**config.mk**
```make
export PLATFORM = sky130hd
export DESIGN_NAME = wm_dma_fifo
export DESIGN_NICKNAME = d
export VERILOG_FILES = /design/src/rtl/wmf_pkg.sv /design/src/rtl/wmf_ring.sv /design/src/rtl/wmf_cfg.sv /design/src/rtl/wmf_watermark.sv /design/src/rtl/wm_dma_fifo.sv
export SDC_FILE = /design/constraint.sdc
export NUM_CORES = 1
export LEC_CHECK = 0
export BUFFER_PORTS_ARGS = -buffer_cell sky130_fd_sc_hd__buf_2
export CAP_MARGIN = 20
export CORE_MARGIN = 2
export CORE_UTILIZATION = 50
export DETAILED_ROUTE_END_ITERATION = 7
export PLACE_DENSITY = 0.7
export SLEW_MARGIN = 10
export SYNTH_ARGS = -nofsm -noshare
export SYNTH_HDL_FRONTEND = slang
export SYNTH_SLANG_ARGS = --single-unit
```
**constraint.sdc**
```tcl
create_clock -name clk -period 3.8 [get_ports clk]
set_input_delay 0.38 -clock clk [delete_from_list [all_inputs] [get_ports clk]]
set_output_delay 0.38 -clock clk [all_outputs]
set_load 0.005 [all_outputs]
```
**src/rtl/wmf_pkg.sv**
```systemverilog
package wmf_pkg;
  // Configuration word field positions (decoded by wmf_cfg)
  localparam int CFG_RXEN_BIT = 15;
  localparam int CFG_HI_LSB   = 8;
  localparam int CFG_TXEN_BIT = 7;
  localparam int CFG_LO_LSB   = 0;
  localparam int CFG_W        = 16;

  typedef struct packed {
    logic hpush;
    logic cpush;
    logic hpop;
    logic cpop;
  } wmf_ops_t;
endpackage

```
**src/rtl/wmf_ring.sv**
```systemverilog
module wmf_ring #(
  parameter int DEPTH = 32,
  parameter int WIDTH = 16,
  localparam int AW = $clog2(DEPTH),
  localparam int LW = AW + 1
) (
  input  logic             clk,
  input  logic             rst_n,
  input  logic             push,
  input  logic [WIDTH-1:0] push_data,
  input  logic             pop,
  output logic [LW-1:0]    level,
  output logic [WIDTH-1:0] head
);
  logic [WIDTH-1:0] mem [DEPTH];
  logic [AW-1:0]    start_q;
  logic [LW-1:0]    level_q;
  logic [AW-1:0]    wr_slot;

  assign wr_slot = start_q + level_q[AW-1:0];
  assign level   = level_q;
  assign head    = mem[start_q];

  always_ff @(posedge clk) begin
    if (!rst_n) begin
      start_q <= '0;
      level_q <= '0;
      for (int i = 0; i < DEPTH; i++) mem[i] <= '0;
    end else begin
      if (push) mem[wr_slot] <= push_data;
      if (pop)  start_q <= start_q + 1'b1;
      unique case ({push, pop})
        2'b10:   level_q <= level_q + 1'b1;
        2'b01:   level_q <= level_q - 1'b1;
        default: level_q <= level_q;
      endcase
    end
  end

  a_r11_level_hold: assert property (@(posedge clk) disable iff (!rst_n)
    push && pop |=> $stable(level));
  a_r2_pop_step: assert property (@(posedge clk) disable iff (!rst_n)
    pop && !push |=> level == $past(level) - 1'b1);
  a_r3_no_overflow: assert property (@(posedge clk) disable iff (!rst_n)
    level <= LW'(DEPTH));
endmodule

```
**src/rtl/wmf_cfg.sv**
```systemverilog
module wmf_cfg #(
  parameter int TW = 5
) (
  input  logic                    clk,
  input  logic                    rst_n,
  input  logic                    cfg_wr,
  input  logic [wmf_pkg::CFG_W-1:0] cfg_word,
  output logic                    rx_en,
  output logic                    tx_en,
  output logic [TW-1:0]           hi_mark,
  output logic [TW-1:0]           lo_mark
);
  import wmf_pkg::*;

  always_ff @(posedge clk) begin
    if (!rst_n) begin
      rx_en   <= 1'b0;
      tx_en   <= 1'b0;
      hi_mark <= '1;
      lo_mark <= '0;
    end else if (cfg_wr) begin
      rx_en   <= cfg_word[CFG_RXEN_BIT];
      tx_en   <= cfg_word[CFG_TXEN_BIT];
      hi_mark <= cfg_word[CFG_HI_LSB +: TW];
      lo_mark <= cfg_word[CFG_LO_LSB +: TW];
    end
  end

  a_r9_cfg_load: assert property (@(posedge clk) disable iff (!rst_n)
    cfg_wr |=> hi_mark == $past(cfg_word[CFG_HI_LSB +: TW]) && rx_en == $past(cfg_word[CFG_RXEN_BIT]));
endmodule

```
**src/rtl/wmf_watermark.sv**
```systemverilog
module wmf_watermark #(
  parameter int TW = 5,
  localparam int LW = TW + 1
) (
  input  logic          clk,
  input  logic          rst_n,
  input  logic          busy,
  input  logic          dir_rx,
  input  logic [LW-1:0] level,
  input  logic [TW-1:0] hi_mark,
  input  logic [TW-1:0] lo_mark,
  input  logic          rx_en,
  input  logic          tx_en,
  output logic          drq_rx,
  output logic          drq_tx,
  output logic          sts_afull,
  output logic          sts_aempty
);
  logic idle, over_hi, under_lo;

  always_comb begin
    idle       = !busy && (level == '0);
    over_hi    = !idle && dir_rx && (level > {1'b0, hi_mark});
    under_lo   = !idle && !dir_rx && (level < {1'b0, lo_mark});
    drq_rx     = over_hi && rx_en;
    sts_afull  = over_hi && !rx_en;
    drq_tx     = under_lo && tx_en;
    sts_aempty = under_lo && !tx_en;
  end

  a_r8_idle_quiet: assert property (@(posedge clk) disable iff (!rst_n)
    !busy && level == '0 |-> !sts_afull && !sts_aempty && !drq_rx && !drq_tx);
  a_r5_rx_exclusive: assert property (@(posedge clk) disable iff (!rst_n)
    !(drq_rx && sts_afull));
  a_r7_dir_gate: assert property (@(posedge clk) disable iff (!rst_n)
    dir_rx |-> !drq_tx && !sts_aempty);
endmodule

```
**src/rtl/wm_dma_fifo.sv**
```systemverilog
module wm_dma_fifo #(
  parameter int DEPTH = 32,
  parameter int WIDTH = 16,
  localparam int TW = $clog2(DEPTH),
  localparam int LW = TW + 1
) (
  input  logic                      clk,
  input  logic                      rst_n,
  input  logic                      dir_rx,
  input  logic                      busy,
  input  logic                      cfg_wr,
  input  logic [wmf_pkg::CFG_W-1:0] cfg_word,
  input  logic                      hw_valid,
  input  logic [WIDTH-1:0]          hw_data,
  input  logic                      hr_req,
  output logic [WIDTH-1:0]          hr_data,
  output logic                      hr_underrun,
  input  logic                      ci_valid,
  output logic                      ci_ready,
  input  logic [WIDTH-1:0]          ci_data,
  output logic                      co_valid,
  input  logic                      co_ready,
  output logic [WIDTH-1:0]          co_data,
  output logic [LW-1:0]             level,
  output logic                      drq_rx,
  output logic                      drq_tx,
  output logic                      sts_afull,
  output logic                      sts_aempty
);
  import wmf_pkg::*;

  wmf_ops_t         ops;
  logic             full, empty, push, pop, underrun_q;
  logic [WIDTH-1:0] push_data, head;
  logic             rx_en, tx_en;
  logic [TW-1:0]    hi_mark, lo_mark;

  assign full  = (level == LW'(DEPTH));
  assign empty = (level == '0);

  always_comb begin
    ci_ready  = dir_rx && !full;
    co_valid  = !dir_rx && !empty;
    ops.hpush = hw_valid && !dir_rx && !full;
    ops.cpush = ci_valid && ci_ready;
    ops.hpop  = hr_req && dir_rx && !empty;
    ops.cpop  = co_valid && co_ready;
    push      = ops.hpush || ops.cpush;
    pop       = ops.hpop || ops.cpop;
    push_data = dir_rx ? ci_data : hw_data;
  end

  assign hr_data     = head;
  assign co_data     = head;
  assign hr_underrun = underrun_q;

  always_ff @(posedge clk) begin
    if (!rst_n) underrun_q <= 1'b0;
    else        underrun_q <= hr_req && dir_rx && empty;
  end

  wmf_ring #(.DEPTH(DEPTH), .WIDTH(WIDTH)) u_ring (
    .clk(clk), .rst_n(rst_n), .push(push), .push_data(push_data),
    .pop(pop), .level(level), .head(head)
  );

  wmf_cfg #(.TW(TW)) u_cfg (
    .clk(clk), .rst_n(rst_n), .cfg_wr(cfg_wr), .cfg_word(cfg_word),
    .rx_en(rx_en), .tx_en(tx_en), .hi_mark(hi_mark), .lo_mark(lo_mark)
  );

  wmf_watermark #(.TW(TW)) u_wm (
    .clk(clk), .rst_n(rst_n), .busy(busy), .dir_rx(dir_rx), .level(level),
    .hi_mark(hi_mark), .lo_mark(lo_mark), .rx_en(rx_en), .tx_en(tx_en),
    .drq_rx(drq_rx), .drq_tx(drq_tx), .sts_afull(sts_afull), .sts_aempty(sts_aempty)
  );

  a_r4_full_backpressure: assert property (@(posedge clk) disable iff (!rst_n)
    full |-> !ci_ready);
  a_r3_full_discard: assert property (@(posedge clk) disable iff (!rst_n)
    full && !dir_rx && hw_valid && !co_ready |=> full);
  a_r10_underrun_hold: assert property (@(posedge clk) disable iff (!rst_n)
    hr_req && dir_rx && empty && !ci_valid |=> hr_underrun && empty);
endmodule

```
* After elaboration in Yosys (flattened, before gate mapping)
Memory sizes are Yosys's and may differ from the RTL's. A register that Yosys moved wholly into a read port is not among the register bits.
Cells that the tools add are included.
** Word-level totals
- Memories :: 1
- Flip-flop bits (word level) :: 24
- Bits in read-only memories :: 0
- Bits in latches :: 0
- Bits in writable memories :: 512
- Word-level logic and storage cells :: 58
- Output and inout port bits :: 45
** Cells by class
- Equality and inequality tests :: 3
- Bitwise operators :: 0
- Multiplexer cells :: 11
- $lt $le $gt $ge :: 2
- Reductions and logical operators :: 30
- Divide/modulo/power cells :: 0
- Shift operators :: 0
- Add/subtract/negate cells :: 4
- Multipliers :: 0
** Memory list
- u_ring.mem :: depth 32, width 16, rd ports 1, clocked after memory_dff 1, wr ports 32, line wmf_ring.sv:15 : logic [WIDTH-1:0] mem [DEPTH];
** Operator list (count)
- 16-bit two-way mux :: 2
- 1-bit logical AND :: 18
- 16-bit OR reduction :: 1
- 5-bit two-way mux :: 3
- 6-bit one-hot mux with 2 select lines :: 1
- 1-bit zero test :: 7
- 6-bit by 1-bit adder with 6-bit output (second input constant) :: 1
- 6-bit equality test (second input constant) :: 1
- 6-bit by 5-bit greater-than comparator with 1-bit output :: 1
- 6-bit zero test :: 1
- 6-bit by 5-bit less-than comparator with 1-bit output :: 1
- 6-bit by 1-bit subtractor with 6-bit output (second input constant) :: 1
- 5-bit by 1-bit adder with 5-bit output (second input constant) :: 1
- 5-bit adder :: 1
- 1-bit two-way mux :: 5
- 2-bit by 1-bit equality test with 1-bit output (second input constant) :: 1
- 2-bit equality test (second input constant) :: 1
- 1-bit logical OR :: 2
- 2-bit nonzero test :: 1

* Logic depth before layout (Yosys ltp)
Gate-level depths: netlist of the first run.
- Word-level depth :: 10
- Depth in mapped cells :: 14
- Gate-level depth less buffers :: 10

* Hierarchy
From an unflattened synthesis of the first run, not the netlist that was laid out.
** Unflattened totals
- Cells, all modules :: 1819
- Area, all modules :: 26326.5 µm²
** Modules (own cells, without submodules)
- wmf_ring :: sequential area each 15695.1 µm², cells each 1695, instances 1, area an instance 25170.4 µm²
- wmf_cfg :: sequential area each 240.2 µm², cells each 38, instances 1, area an instance 437.9 µm²
- wm_dma_fifo :: sequential area each 20.0 µm², cells each 46, instances 1, area an instance 421.7 µm²
- wmf_watermark :: sequential area each 0.0 µm², cells each 40, instances 1, area an instance 296.5 µm²

* Least setup slack after synthesis of the first run
Ideal clock, no wire load.
- Path kind :: reg2reg
- Start :: reg u_ring.level_q[1] (netlist: u_ring.level[1])
- End :: mem u_ring.mem[15][0] (enable)
- Stages on the path, launching flop included :: 8
- Arrival time :: 3.587 ns
- Setup slack :: -0.202 ns
- Required time :: 3.386 ns
- Clock period less this slack :: 4.002 ns
- Cell sequence :: dfxtp_1 > buf_2 > inv_1 > fa_1 > nor4b_4 > buf_2 > nand2_2 > o31ai_1
** RTL lines
- start, declared :: line wmf_ring.sv:17 : logic [LW-1:0] level_q;
- start signal, assigned :: line wmf_ring.sv:33 : 2'b10: level_q <= level_q + 1'b1;
- start signal, assigned :: line wmf_ring.sv:34 : 2'b01: level_q <= level_q - 1'b1;
- start signal, assigned :: line wmf_ring.sv:35 : default: level_q <= level_q;
- end, declared :: line wmf_ring.sv:15

==> metrics.md, run 1 <==
| Metric | Value |
|---|---|
| Number of I/O pins | `102` |
| P_leak | `9.49 nW` |
| Detailed-route vias per instance | `6.59` |
| DP Worst Slack | `0.568 ns` |
| Synthesized-area fraction occupied by ao, oa, aoi and oai cells | `0.0471` |
| Number of flops mapped to enable cells by yosys | `slightly above 500` |
| Setup Skew | `between 0.02 and 0.025 ns` |
| Internal power consumption | `11.8 mW` |
| Seq/Total Area, Yosys | `0.626` |
| First-pass DRT Iterations | `5` |
| CTS tree | `done` |
| Number of inserted diodes | `0` |
| Path class of the lowest-slack min-delay path | `in2reg` |
| Fillers | `3884` |
| Area of the mapped netlist | `0.0255 mm^2` |
| Relative contribution of sequential cells to total power | `0.387` |
| Switching power of the nets | `6.77 mW` |
| Highest attainable clock frequency | `282 MHz` |
| Number of gates given a new drive strength after cts | `0` |
| H-tree levels | `2` |
| Via count of the routed design | `17800` |
| Number of buffers inserted by port buffering | `97` |
| Starting density of the core | `0.507` |
| Commonest cells after routing, fill and taps aside | `nor3_1, edfxtp_1, mux2i_1` |
| Maximum fanout encountered on the critical timing path | `32` |
| Clock slew at the register clock pins of the worst setup and hold paths | `0.06 ns` |
| Synth Net Count | `1984` |
| Cell at the root of the clock tree | `clkbuf_16` |
| Parity-gate share of the synthesized area counting xor and xnor cells | `0.00378` |
| Iter 0 DRT Violations | `~2500` |
| Area contributors post-synth | `edfxtp_1, nor3_1, mux2i_1, mux4_2, a22oi_1` |
| Site row count | `82` |
| Area growth from synthesis to final layout | `15.8%` |
| Final hold violation count | `0` |
| Commonest non-fill, non-tap cell in the layout | `nor3_1` |
| Global-route wire length before repair | `112 mm` |
| Non-Filler Cell Area, Final | `0.0295 mm^2` |
| Post-layout net count | `just over 2000` |
| Final Wtd Congestion | `0.842` |
| Routed len/inst | `28.3 um` |
| Antenna-violating nets left | `0` |
| Number of CTS-inserted buffers | `55` |
| Synth top area share | `0.603` |
| Part of the total power dissipated in the clock network | `0.285` |
| Sum of internal, switching and leakage power | `18.6 mW` |
| Area occupied by registers | `approximately 0.016 mm^2` |
| Status | `finished clean` |
| Clock period minus worst slack | `3.55 ns` |
| Number of register bits inferred by synthesis | `~540` |
| Post-synthesis cell count | `1909` |
| Worst hold slack | `0.0214 ns` |
| Fin crit share | `0.934` |
| Power share of the combinational group | `0.328` |
| Final slew viol count | `0` |
| Gr usage total | `0.288` |
| DIE WIDTH | `230 um` |
| Post-synthesis cell type count | `54` |
| Clk_lat worst skew | `0.63 ns` |
| Max Cap Violations | `0` |
| Required time reported for the critical path endpoint | `3.42 ns` |
| Worst-Margin Slew | `between 1 and 1.5 ns` |
| Switching part of the total power | `0.364` |
| Total gr overflow | `0` |
| Vertical die dimension | `between 200 and 250 um` |
| Relative max-transition margin | `0.276` |
| Nature of the critical path startpoint | `flop` |
| Fraction of synthesis flops using an asynchronous set or reset pin | `0` |
| Setup WS post-layout | `0.249 ns` |
| Placeable core region | `just over 0.05 mm^2` |
| DIE AREA | `0.0528 mm^2` |
| DRT Wirelength | `76.3 mm` |
| Synth Area in Simple Gates | `0.155` |
| Main flop type after synthesis | `edfxtp_1` |
| Post-DP Area | `0.0277 mm^2` |
| Via count of the first global-routing pass | `roughly 17000` |
| Power per cell area | `630 mW/mm^2` |
| GR Layer Usage met1 | `0.394` |
| Main combinational cell family by area after synthesis | `simple AND/OR/NAND/NOR gates` |
| Critical Path AT | `approximately 3.2 ns` |
| TritonCTS sink count | `541` |
| Share of final-layout standard cells stronger than drive strength 1 | `0.246` |
| Adder-cell area share of the yosys netlist | `0.00913` |
| Max Buffers Root-to-Sink | `3` |
| Post-Syn Area per Cell | `between 10 and 15 um^2` |
| Synth area leader | `edfxtp_1` |
| Category of the worst setup path capture point | `output pin` |
| Number of antenna violations at the first check in global routing | `1` |
| Worst Path Class, Setup | `reg2out` |
| # DRC | `0` |
| Multi-input gate area in the final layout | `0.00912 mm^2` |
| Met2 track utilization from global routing | `0.447` |
| Finished Layout Cells | `2698` |
| Pin count of the biggest net entering global routing | `111` |
| Unrepaired setup endpoints after global routing | `no` |
| # setup viols final | `0` |
| Mux contribution to synthesized area | `0.121` |
| Yosys warns | `0` |
| Highest-utilization routing layer at the global route stage | `met2` |
| Met3 Usage GRT | `0.0616` |
| Maximum VDD drop | `roughly 400 uV` |
| Number of cells after detailed placement | `2588` |
| Detail Placement HPWL | `47.8 mm` |
-- flip-flops by register name, summed over array words and instances (netlist names), named ones only --
name	flops
u_cfg.lo_mark	5
u_cfg.rx_en	1
u_ring.level	6
u_cfg.tx_en	1
u_ring.mem	512
u_cfg.hi_mark	5
hr_underrun	1
u_ring.start_q	5
-- cell usage after synthesis (all sizes together), types with 2 or more instances --
library cell  number
mux2              17
ha                17
dfxtp             29
and2               5
nor4               2
nor4b              2
nand3             98
o31ai             33
or3                3
mux2i            145
o211ai             4
a211oi             2
a31oi              2
nand2             20
nor2b              4
mux4              64
nand2b             3
edfxtp           512
or3b               3
nor2              25
buf               53
nand3b             4
inv               17
clkbuf           165
o21a               2
nor3b              2
a22oi             97
or4                3
a21oi             13
xor2               9
xnor2              2
nand4             17
a21o               3
nor3             514
and3               2
o21ai              6
-- cells by family (layout without fill, tap and decap cells) --
| kind of cell | after synthesis | after routing |
|---|---|---|
| adder cells (fa/ha/maj) | 18 | 18 |
| buffers and inverters | 235 | 352 |
| AND/OR/NAND/NOR | 712 | 712 |
| flip-flops | 541 | 541 |
| XOR/XNOR | 11 | 11 |
| multiplexers | 226 | 226 |
| AO/OA/AOI/OAI | 166 | 166 |
-- power by group through the flow --
stage | clock, mW | combinational (mW) | sequential, mW
5_1_grt | 5.54 | 6.46 | 7.24
2_1_floorplan | 0 | 3.96 | 7.21
3_5_place_dp | 0 | 5.92 | 7.36
3_3_place_gp | 0 | 5.80 | 7.33
6_report | 5.30 | 6.10 | 7.20
4_1_cts | 5.33 | 6.02 | 7.20
-- layout make-up --
| cell class | instances | share of cell area |
|---|---|---|
| clock buffer | 67 | 0.0496 |
| clock inverter | 34 | 0.00907 |
| inverter | 17 | 0.00216 |
| multi-input combinational | 1133 | 0.309 |
| sequential | 541 | 0.541 |
| tap | 672 | 0.0285 |
| timing repair buffer | 234 | 0.0610 |
-- path summary, 6_finish.rpt --
check | startpoint | endpoint | slack, ns | depth (start not counted)
worst max-delay path | flop | co_data[0] | 0.25 | 6
worst min-delay path | cfg_word[7] | u_cfg.tx_en$_SDFFE_PN0P_ | 0.02 | 3
worst max register to register | u_ring.level[1]$_SDFFE_PN0P_ | u_ring.mem[17][15]$_SDFFCE_PN0P_ | 0.48 | 6
worst min register to register | u_cfg.hi_mark[2]$_SDFFE_PN1P_ | u_cfg.hi_mark[2]$_SDFFE_PN1P_ | 0.49 | 2
-- stage by stage --
stage                util  TNS, ns
floorplan               -   -32.41
finish              0.587        0
global placement    0.551        0
detailed placement  0.551        0
global route        0.587        0
CTS                 0.587        0
-- routing by layer --
| layer | part of all wire | vias up |
|---|---|---|
| met1 | 0.38 | 8785 |
| met3 | 0.11 | 199 |
| met4 | 0.047 | 0 |
| met5 | 0 | - |
| met2 | 0.46 | 1130 |
| li1 | - | 7675 |
-- critical path, stage by stage (launching register included) --
cell and delay, ns:
dfxtp_4 0.71, and2_1 0.21, buf_4 0.49, a22oi_1 0.18, nand3_1 0.13, nand4_1 0.49, buf_2 0.33
-- timing repair --
action	CTS	global route
hold endpoints to repair	8	0
hold buffers	8	0
buffers inserted	1	0
setup endpoints to repair	3	0
Note: power is estimated with default switching activity, not from simulation.
==> run 2, diff against run 1 <==
--- a/config.mk
+++ b/config.mk
@@ -10,7 +10,7 @@
 export CORE_MARGIN = 2
 export CORE_UTILIZATION = 50
 export DETAILED_ROUTE_END_ITERATION = 7
-export PLACE_DENSITY = 0.7
+export PLACE_DENSITY = 0.67
 export SLEW_MARGIN = 10
 export SYNTH_ARGS = -nofsm -noshare
 export SYNTH_HDL_FRONTEND = slang
==> run 2 against run 1 <==
Effect of this change: hold slack better by 0.00088 ns; setup slack worse by 0.051 ns; power grew 0.27%; clock power increased by 2%; via count down 0.57%; cell area about the same; maximum frequency fell by 1.4%; cell count fell by 0.37%; non-clock buffer count down 8; largest cell class unchanged; highest routed layer unchanged.
==> metrics.md, run 2 (synthesis results as in run 1) <==
| Metric | Value |
|---|---|
| H-tree levels | `2 (unchanged)` |
| Commonest cells after routing, fill and taps aside | `nor3_1, edfxtp_1, mux2i_1` |
| # DRC | `0 (unchanged)` |
| Worst Path Class, Setup | `reg2out` |
| Required time reported for the critical path endpoint | `3.42 ns (about the same)` |
| Detailed-route vias per instance | `6.58 (-0.20%)` |
| Multi-input gate area in the final layout | `0.00912 mm^2 (about the same)` |
| Gr usage total | `0.286 (-0.00274)` |
| Path class of the lowest-slack min-delay path | `in2reg` |
| Category of the worst setup path capture point | `output pin` |
| # setup viols final | `0 (unchanged)` |
| Number of I/O pins | `102 (unchanged)` |
| Global-route wire length before repair | `111 mm (-0.79%)` |
| Final slew viol count | `0 (unchanged)` |
| Placeable core region | `0.0503 mm^2 (unchanged)` |
| Met3 Usage GRT | `0.0603 (-0.00136)` |
| Nature of the critical path startpoint | `flop` |
| Number of gates given a new drive strength after cts | `0 (unchanged)` |
| Fillers | `3963 (+2.0%)` |
| Vertical die dimension | `230 um (unchanged)` |
| Post-layout net count | `2050 (-0.34%)` |
| Highest attainable clock frequency | `278 MHz (-1.4%)` |
| CTS tree | `done` |
| Maximum fanout encountered on the critical timing path | `31 (-3.1%)` |
| Cell at the root of the clock tree | `clkbuf_16` |
| Cell Chain, Critical Path | `buf_4 -> mux4_2 -> a22oi_1 -> nand4_1 -> buf_2` |
| TritonCTS sink count | `541 (unchanged)` |
| Fin crit share | `0.948 (+0.0135)` |
| DIE AREA | `0.0528 mm^2 (unchanged)` |
| Met2 track utilization from global routing | `0.470 (+0.0234)` |
| Largest regs | `u_ring.mem x512, u_ring.level x6` |
| Worst-path cell with the longest stage delay | `dfxtp_4` |
| Worst hold slack | `0.0223 ns (+0.000881 ns)` |
| Share of final-layout standard cells stronger than drive strength 1 | `0.243 (-0.00324)` |
| Worst-Margin Slew | `1.07 ns (-0.0116 ns)` |
| Routed len/inst | `28.1 um (-0.49%)` |
| Final-layout setup total negative slack | `0 ns (unchanged)` |
| P_leak | `9.46 nW (-0.36%)` |
| Starting density of the core | `0.507 (unchanged)` |
| First-pass DRT Iterations | `6 (+1)` |
| Unrepaired setup endpoints after global routing | `no` |
| Non-Filler Cell Area, Final | `0.0295 mm^2 (about the same)` |
| Area growth from synthesis to final layout | `15.7% (about the same)` |
| Antenna-violating nets left | `0 (unchanged)` |
| Maximum VDD drop | `616 uV (+55%)` |
| Relative max-transition margin | `0.284 (+0.00771)` |
| Setup Skew | `0.0158 ns (-0.00637 ns)` |
| Pin count of the biggest net entering global routing | `117 (+5.4%)` |
| Detail Placement HPWL | `46.2 mm (-3.5%)` |
| DRT Wirelength | `75.6 mm (-0.86%)` |
| Highest-utilization routing layer at the global route stage | `met2` |
| Number of CTS-inserted buffers | `56 (+1.8%)` |
| Top Family by Delay on Critical Path | `flip-flops` |
| Iter 0 DRT Violations | `2230 (-9.6%)` |
| DIE WIDTH | `230 um (unchanged)` |
| Max Buffers Root-to-Sink | `3 (unchanged)` |
| Commonest non-fill, non-tap cell in the layout | `nor3_1` |
| Sum of buffers and inverters on the critical path | `2 (unchanged)` |
| GR Layer Usage met1 | `0.382 (-0.0121)` |
| Clock slew at the register clock pins of the worst setup and hold paths | `0.06 ns (about the same)` |
| Number of antenna violations at the first check in global routing | `0 (-1)` |
| Final core occ | `0.587 (about the same)` |
| Site row count | `82 (unchanged)` |
| Clock period minus worst slack | `3.60 ns (+0.0512 ns)` |
| Largest register FFs | `512 (unchanged)` |
| Max Cap Violations | `0 (unchanged)` |
| Total gr overflow | `0 (unchanged)` |
| Delay of the slowest cell on the worst path | `0.82 ns (+0.11 ns)` |
| Area occupied by registers | `0.0160 mm^2 (unchanged)` |
| Via count of the routed design | `17700 (-0.57%)` |
| Post-DP Area | `0.0276 mm^2 (-0.25%)` |
| Number of buffers inserted by port buffering | `97 (unchanged)` |
| Status | `finished clean` |
| Critical Path AT | `3.22 ns (+0.05 ns)` |
| Sum of internal, switching and leakage power | `18.7 mW (+0.27%)` |
| Power per cell area | `632 mW/mm^2 (+0.37%)` |
| Final Wtd Congestion | `0.835 (-0.85%)` |
| Number of inserted diodes | `0 (unchanged)` |
| Via count of the first global-routing pass | `17400 (-0.097%)` |
| Clk_lat worst skew | `0.61 ns (-0.02 ns)` |
| Largest Register | `u_ring.mem` |
| Final hold violation count | `0 (unchanged)` |
-- run 2: cell count changes in the layout (fill, tap and decap cells not counted), moves of 2 or more --
cell	change
clkbuf_1	+5
buf_4	-7
clkinv_1	-7
bufinv_16	+2
clkinv_2	-5
clkbuf_8	+2
inv_6	+2
buf_12	-3
-- run 2: worst min-delay path, stage by stage --
cell	delay, ns
buf_2	0.08
mux2i_1	0.06
nor2_1	0.07
-- run 2: path summary, 6_finish.rpt --
path                            startpoint                            end  slack (ns)  depth (start not counted)
max                                   flop                    hr_data[13]        0.20                          5
min                            cfg_word[7]       u_cfg.tx_en$_SDFFE_PN0P_        0.02                          3
max reg2reg   u_ring.level[1]$_SDFFE_PN0P_   u_ring.level[2]$_SDFFE_PN0P_        0.55                         10
min reg2reg  u_cfg.hi_mark[3]$_SDFFE_PN1P_  u_cfg.hi_mark[3]$_SDFFE_PN1P_        0.49                          2
-- run 2: area by class of cell --
cell class / count / share of cell area
Clock inverter: 25 / 0.00929
Timing Repair Buffer: 226 / 0.0585
Tap cell: 672 / 0.0285
Clock buffer: 74 / 0.0512
Inverter: 17 / 0.00216
Sequential cell: 541 / 0.541
Multi-Input combinational cell: 1133 / 0.309
-- run 2: through the flow --
stage               instances  setup slack (ns)
CTS                      2688             0.134
floorplan                1909            -0.202
global placement         2579             0.687
finish                   2688             0.198
detailed placement       2580             0.604
global route             2688           0.00699
-- run 2: routing by layer --
layer  wire [um]  vias to the layer above
met1       29100                     8838
li1            -                     7652
met5           0                        -
met2       36500                     1039
met4        2350                        0
met3        7660                      159
-- run 2: repair_timing --
item / 4_1_cts / 5_1_grt
endpoints found under the setup margin: 0 / 0
endpoints found under the hold margin: 9 / 0
buffers inserted: 0 / 0
hold buffers: 9 / 0
-- run 2: power by group --
group | total (mW) | switching, mW | internal (mW)
Sequential | 7.19 | 0.216 | 6.98
Combinational | 6.02 | 4.23 | 1.80
Clock | 5.43 | 2.25 | 3.18
Total | 18.7 | 6.69 | 12.0
==> run 3, diff against run 2 <==
--- a/config.mk
+++ b/config.mk
@@ -11,6 +11,7 @@
 export CORE_UTILIZATION = 50
 export DETAILED_ROUTE_END_ITERATION = 7
 export PLACE_DENSITY = 0.67
+export REMOVE_ABC_BUFFERS = 1
 export SLEW_MARGIN = 10
 export SYNTH_ARGS = -nofsm -noshare
 export SYNTH_HDL_FRONTEND = slang
==> run 3 against run 2 <==
Effect of this change: combinational power barely moved; cell area barely moved; wire length rose by 2.7%; sequential share of layout area barely moved; count of clock-buffer cells in the layout fell by 5; largest cell class unchanged; largest power group unchanged.
==> metrics.md, run 3 (synthesis results as in run 1) <==
| Metric | Value |
|---|---|
| Fillers | `3939 (-0.61%)` |
| Pin count of the biggest net entering global routing | `138 (+18%)` |
| P_leak | `9.47 nW (+0.14%)` |
| Final hold violation count | `0 (unchanged)` |
| Status | `finished clean` |
| Register-to-register setup slack | `0.47 ns (-0.08 ns)` |
| Setup Skew | `0.0201 ns (+0.00429 ns)` |
| Maximum fanout encountered on the critical timing path | `29 (-6.5%)` |
| Via count of the routed design | `17800 (+0.70%)` |
| Max Buffers Root-to-Sink | `3 (unchanged)` |
| Power per cell area | `625 mW/mm^2 (-1.2%)` |
| Finished Layout Cells | `2697 (+0.33%)` |
| # DRC | `0 (unchanged)` |
| Max Cap Violations | `0 (unchanged)` |
| Final-layout setup total negative slack | `0 ns (unchanged)` |
| Cell Chain, Critical Path | `nor2b_4 -> buf_4 -> a22oi_1 -> nand3_1 -> nand4_1 -> buf_2` |
| Number of I/O pins | `102 (unchanged)` |
| DIE WIDTH | `230 um (unchanged)` |
| R2r worst-path depth | `9 (-1)` |
| Final Wtd Congestion | `0.863 (+3.3%)` |
| Gr usage total | `0.295 (+0.00974)` |
| Worst-Margin Slew | `1.09 ns (+0.0155 ns)` |
| Detail Placement HPWL | `47.2 mm (+2.2%)` |
| Worst Path Class, Setup | `reg2out` |
| HP Start | `cfg_word[7]` |
| # setup viols final | `0 (unchanged)` |
| Commonest non-fill, non-tap cell in the layout | `nor3_1` |
| Multi-input gate area in the final layout | `0.00912 mm^2 (about the same)` |
| Via count of the first global-routing pass | `17600 (+0.96%)` |
| Antenna-violating nets left | `0 (unchanged)` |
| Fin crit share | `0.906 (-0.0416)` |
| Required time reported for the critical path endpoint | `3.42 ns (about the same)` |
| Worst-path cell with the longest stage delay | `dfxtp_4` |
| Routed len/inst | `28.8 um (+2.4%)` |
| DIE AREA | `0.0528 mm^2 (unchanged)` |
| Category of the worst setup path capture point | `output pin` |
| Detailed-route vias per instance | `6.60 (+0.36%)` |
| Maximum VDD drop | `1100 uV (+78%)` |
| Area growth from synthesis to final layout | `15.7% (about the same)` |
| Starting density of the core | `0.507 (unchanged)` |
| H-tree levels | `2 (unchanged)` |
| Delay of the slowest cell on the worst path | `0.80 ns (-0.02 ns)` |
| Final slew viol count | `0 (unchanged)` |
| Total number of cells along the worst setup path | `6 (+1)` |
| Site row count | `82 (unchanged)` |
| Top Family by Delay on Critical Path | `simple AND/OR/NAND/NOR gates` |
| Vertical die dimension | `230 um (unchanged)` |
| Iter 0 DRT Violations | `2309 (+3.5%)` |
| Clk_lat worst skew | `0.62 ns (about the same)` |
| Number of antenna violations at the first check in global routing | `0 (unchanged)` |
| TritonCTS sink count | `541 (unchanged)` |
| Path class of the lowest-slack min-delay path | `in2reg` |
| Relative max-transition margin | `0.273 (-0.0103)` |
| Number of CTS-inserted buffers | `55 (-1.8%)` |
| Final core occ | `0.587 (about the same)` |
| Critical Path AT | `3.06 ns (-0.16 ns)` |
| Non-Filler Cell Area, Final | `0.0295 mm^2 (about the same)` |
| Largest register FFs | `512 (unchanged)` |
| Area occupied by registers | `0.0160 mm^2 (unchanged)` |
| Sum of buffers and inverters on the critical path | `2 (unchanged)` |
| End of the worst register-to-register path | `u_ring.mem[19][5]$_SDFFCE_PN0P_` |
| DRT Wirelength | `77.7 mm (+2.7%)` |
| Post-CTS Setup Bufs | `0 (unchanged)` |
| Largest Register | `u_ring.mem` |
| Clock slew at the register clock pins of the worst setup and hold paths | `0.06 ns (about the same)` |
| Number of cells after detailed placement | `2589 (+0.35%)` |
| Total gr overflow | `0 (unchanged)` |
| Cell at the root of the clock tree | `clkbuf_16` |
| Share of final-layout standard cells stronger than drive strength 1 | `0.244 (+0.00139)` |
| Post-DP Area | `0.0277 mm^2 (+0.28%)` |
| Global-route wire length before repair | `115 mm (+3.3%)` |
| Unrepaired setup endpoints after global routing | `no` |
| Commonest cells after routing, fill and taps aside | `nor3_1, edfxtp_1, mux2i_1` |
| CTS tree | `done` |
| Number of gates given a new drive strength after cts | `0 (unchanged)` |
| Worst setup endpoint | `hr_data[1]` |
| Clock period minus worst slack | `3.44 ns (-0.158 ns)` |
| Highest attainable clock frequency | `290 MHz (+4.6%)` |
| Worst flop-to-flop path startpoint | `u_ring.start_q[0]$_SDFFE_PN0N_` |
| Nature of the critical path startpoint | `flop` |
| Post-layout net count | `2060 (+0.49%)` |
| First-pass DRT Iterations | `6 (unchanged)` |
| Largest regs | `u_ring.mem x512, u_ring.level x6` |
| Number of inserted diodes | `0 (unchanged)` |
| Placeable core region | `0.0503 mm^2 (unchanged)` |
| Number of buffers inserted by port buffering | `97 (unchanged)` |
## run 3: cell count changes in the layout (fill, tap and decap cells not counted), sizes merged
cell         before  now
clkinv           17   22
clkinvlp          0    1
bufinv            6    4
dlygate4sd3       9   11
buf             217  226
clkbuf           74   69
inv              19   18
## run 3: per-layer routing
layer,up-vias,track usage,share of wire
met5,-,0,0
met2,998,0.481,0.48
li1,7708,-,-
met3,168,0.0621,0.099
met1,8938,0.393,0.38
met4,0,0.110,0.036
## run 3: metrics by stage
stage	hold WS, ns	setup slack, ns	total power, mW
finish	0.0220	0.356	18.4
global route	0.0458	0.259	19.1
CTS	0.00177	0.318	18.4
detailed placement	0.480	0.531	13.3
global placement	0.467	0.590	13.1
floorplan	0.442	-12.30	10.4
## run 3: layout make-up
type | count | share of cell area
Sequential cell | 541 | 0.541
Clock inverter | 28 | 0.00827
Inverter | 17 | 0.00216
Timing Repair Buffer | 237 | 0.0616
Multi-Input combinational cell | 1133 | 0.309
Tap cell | 672 | 0.0285
Clock buffer | 69 | 0.0492
## run 3: repair_timing
action / in CTS / in global routing
hold endpoints to repair: 11 / 0
endpoints found under the setup margin: 0 / 0
hold buffers: 11 / 0
## run 3: worst min path at each step
stage	end	cells past startpoint
after floorplan	u_cfg.hi_mark[0]$_SDFFE_PN1P_	1
after global placement	u_cfg.hi_mark[0]$_SDFFE_PN1P_	2
after detailed placement	u_cfg.hi_mark[0]$_SDFFE_PN1P_	2
after CTS	u_cfg.tx_en$_SDFFE_PN0P_	3
after global routing	hr_underrun$_SDFF_PN0_	2
final	u_cfg.tx_en$_SDFFE_PN0P_	3
## run 3: report_power, final
part	switching, mW	leakage, nW	total (mW)	internal [mW]
logic	4.21	3.11	6.02	1.81
clock network	2.24	0.830	5.20	2.95
registers	0.238	5.53	7.22	6.98
## run 3: tightest hold or removal path, cell delays in order
cell and delay (ns):
buf_2 0.08, mux2i_1 0.06, nor2_1 0.09
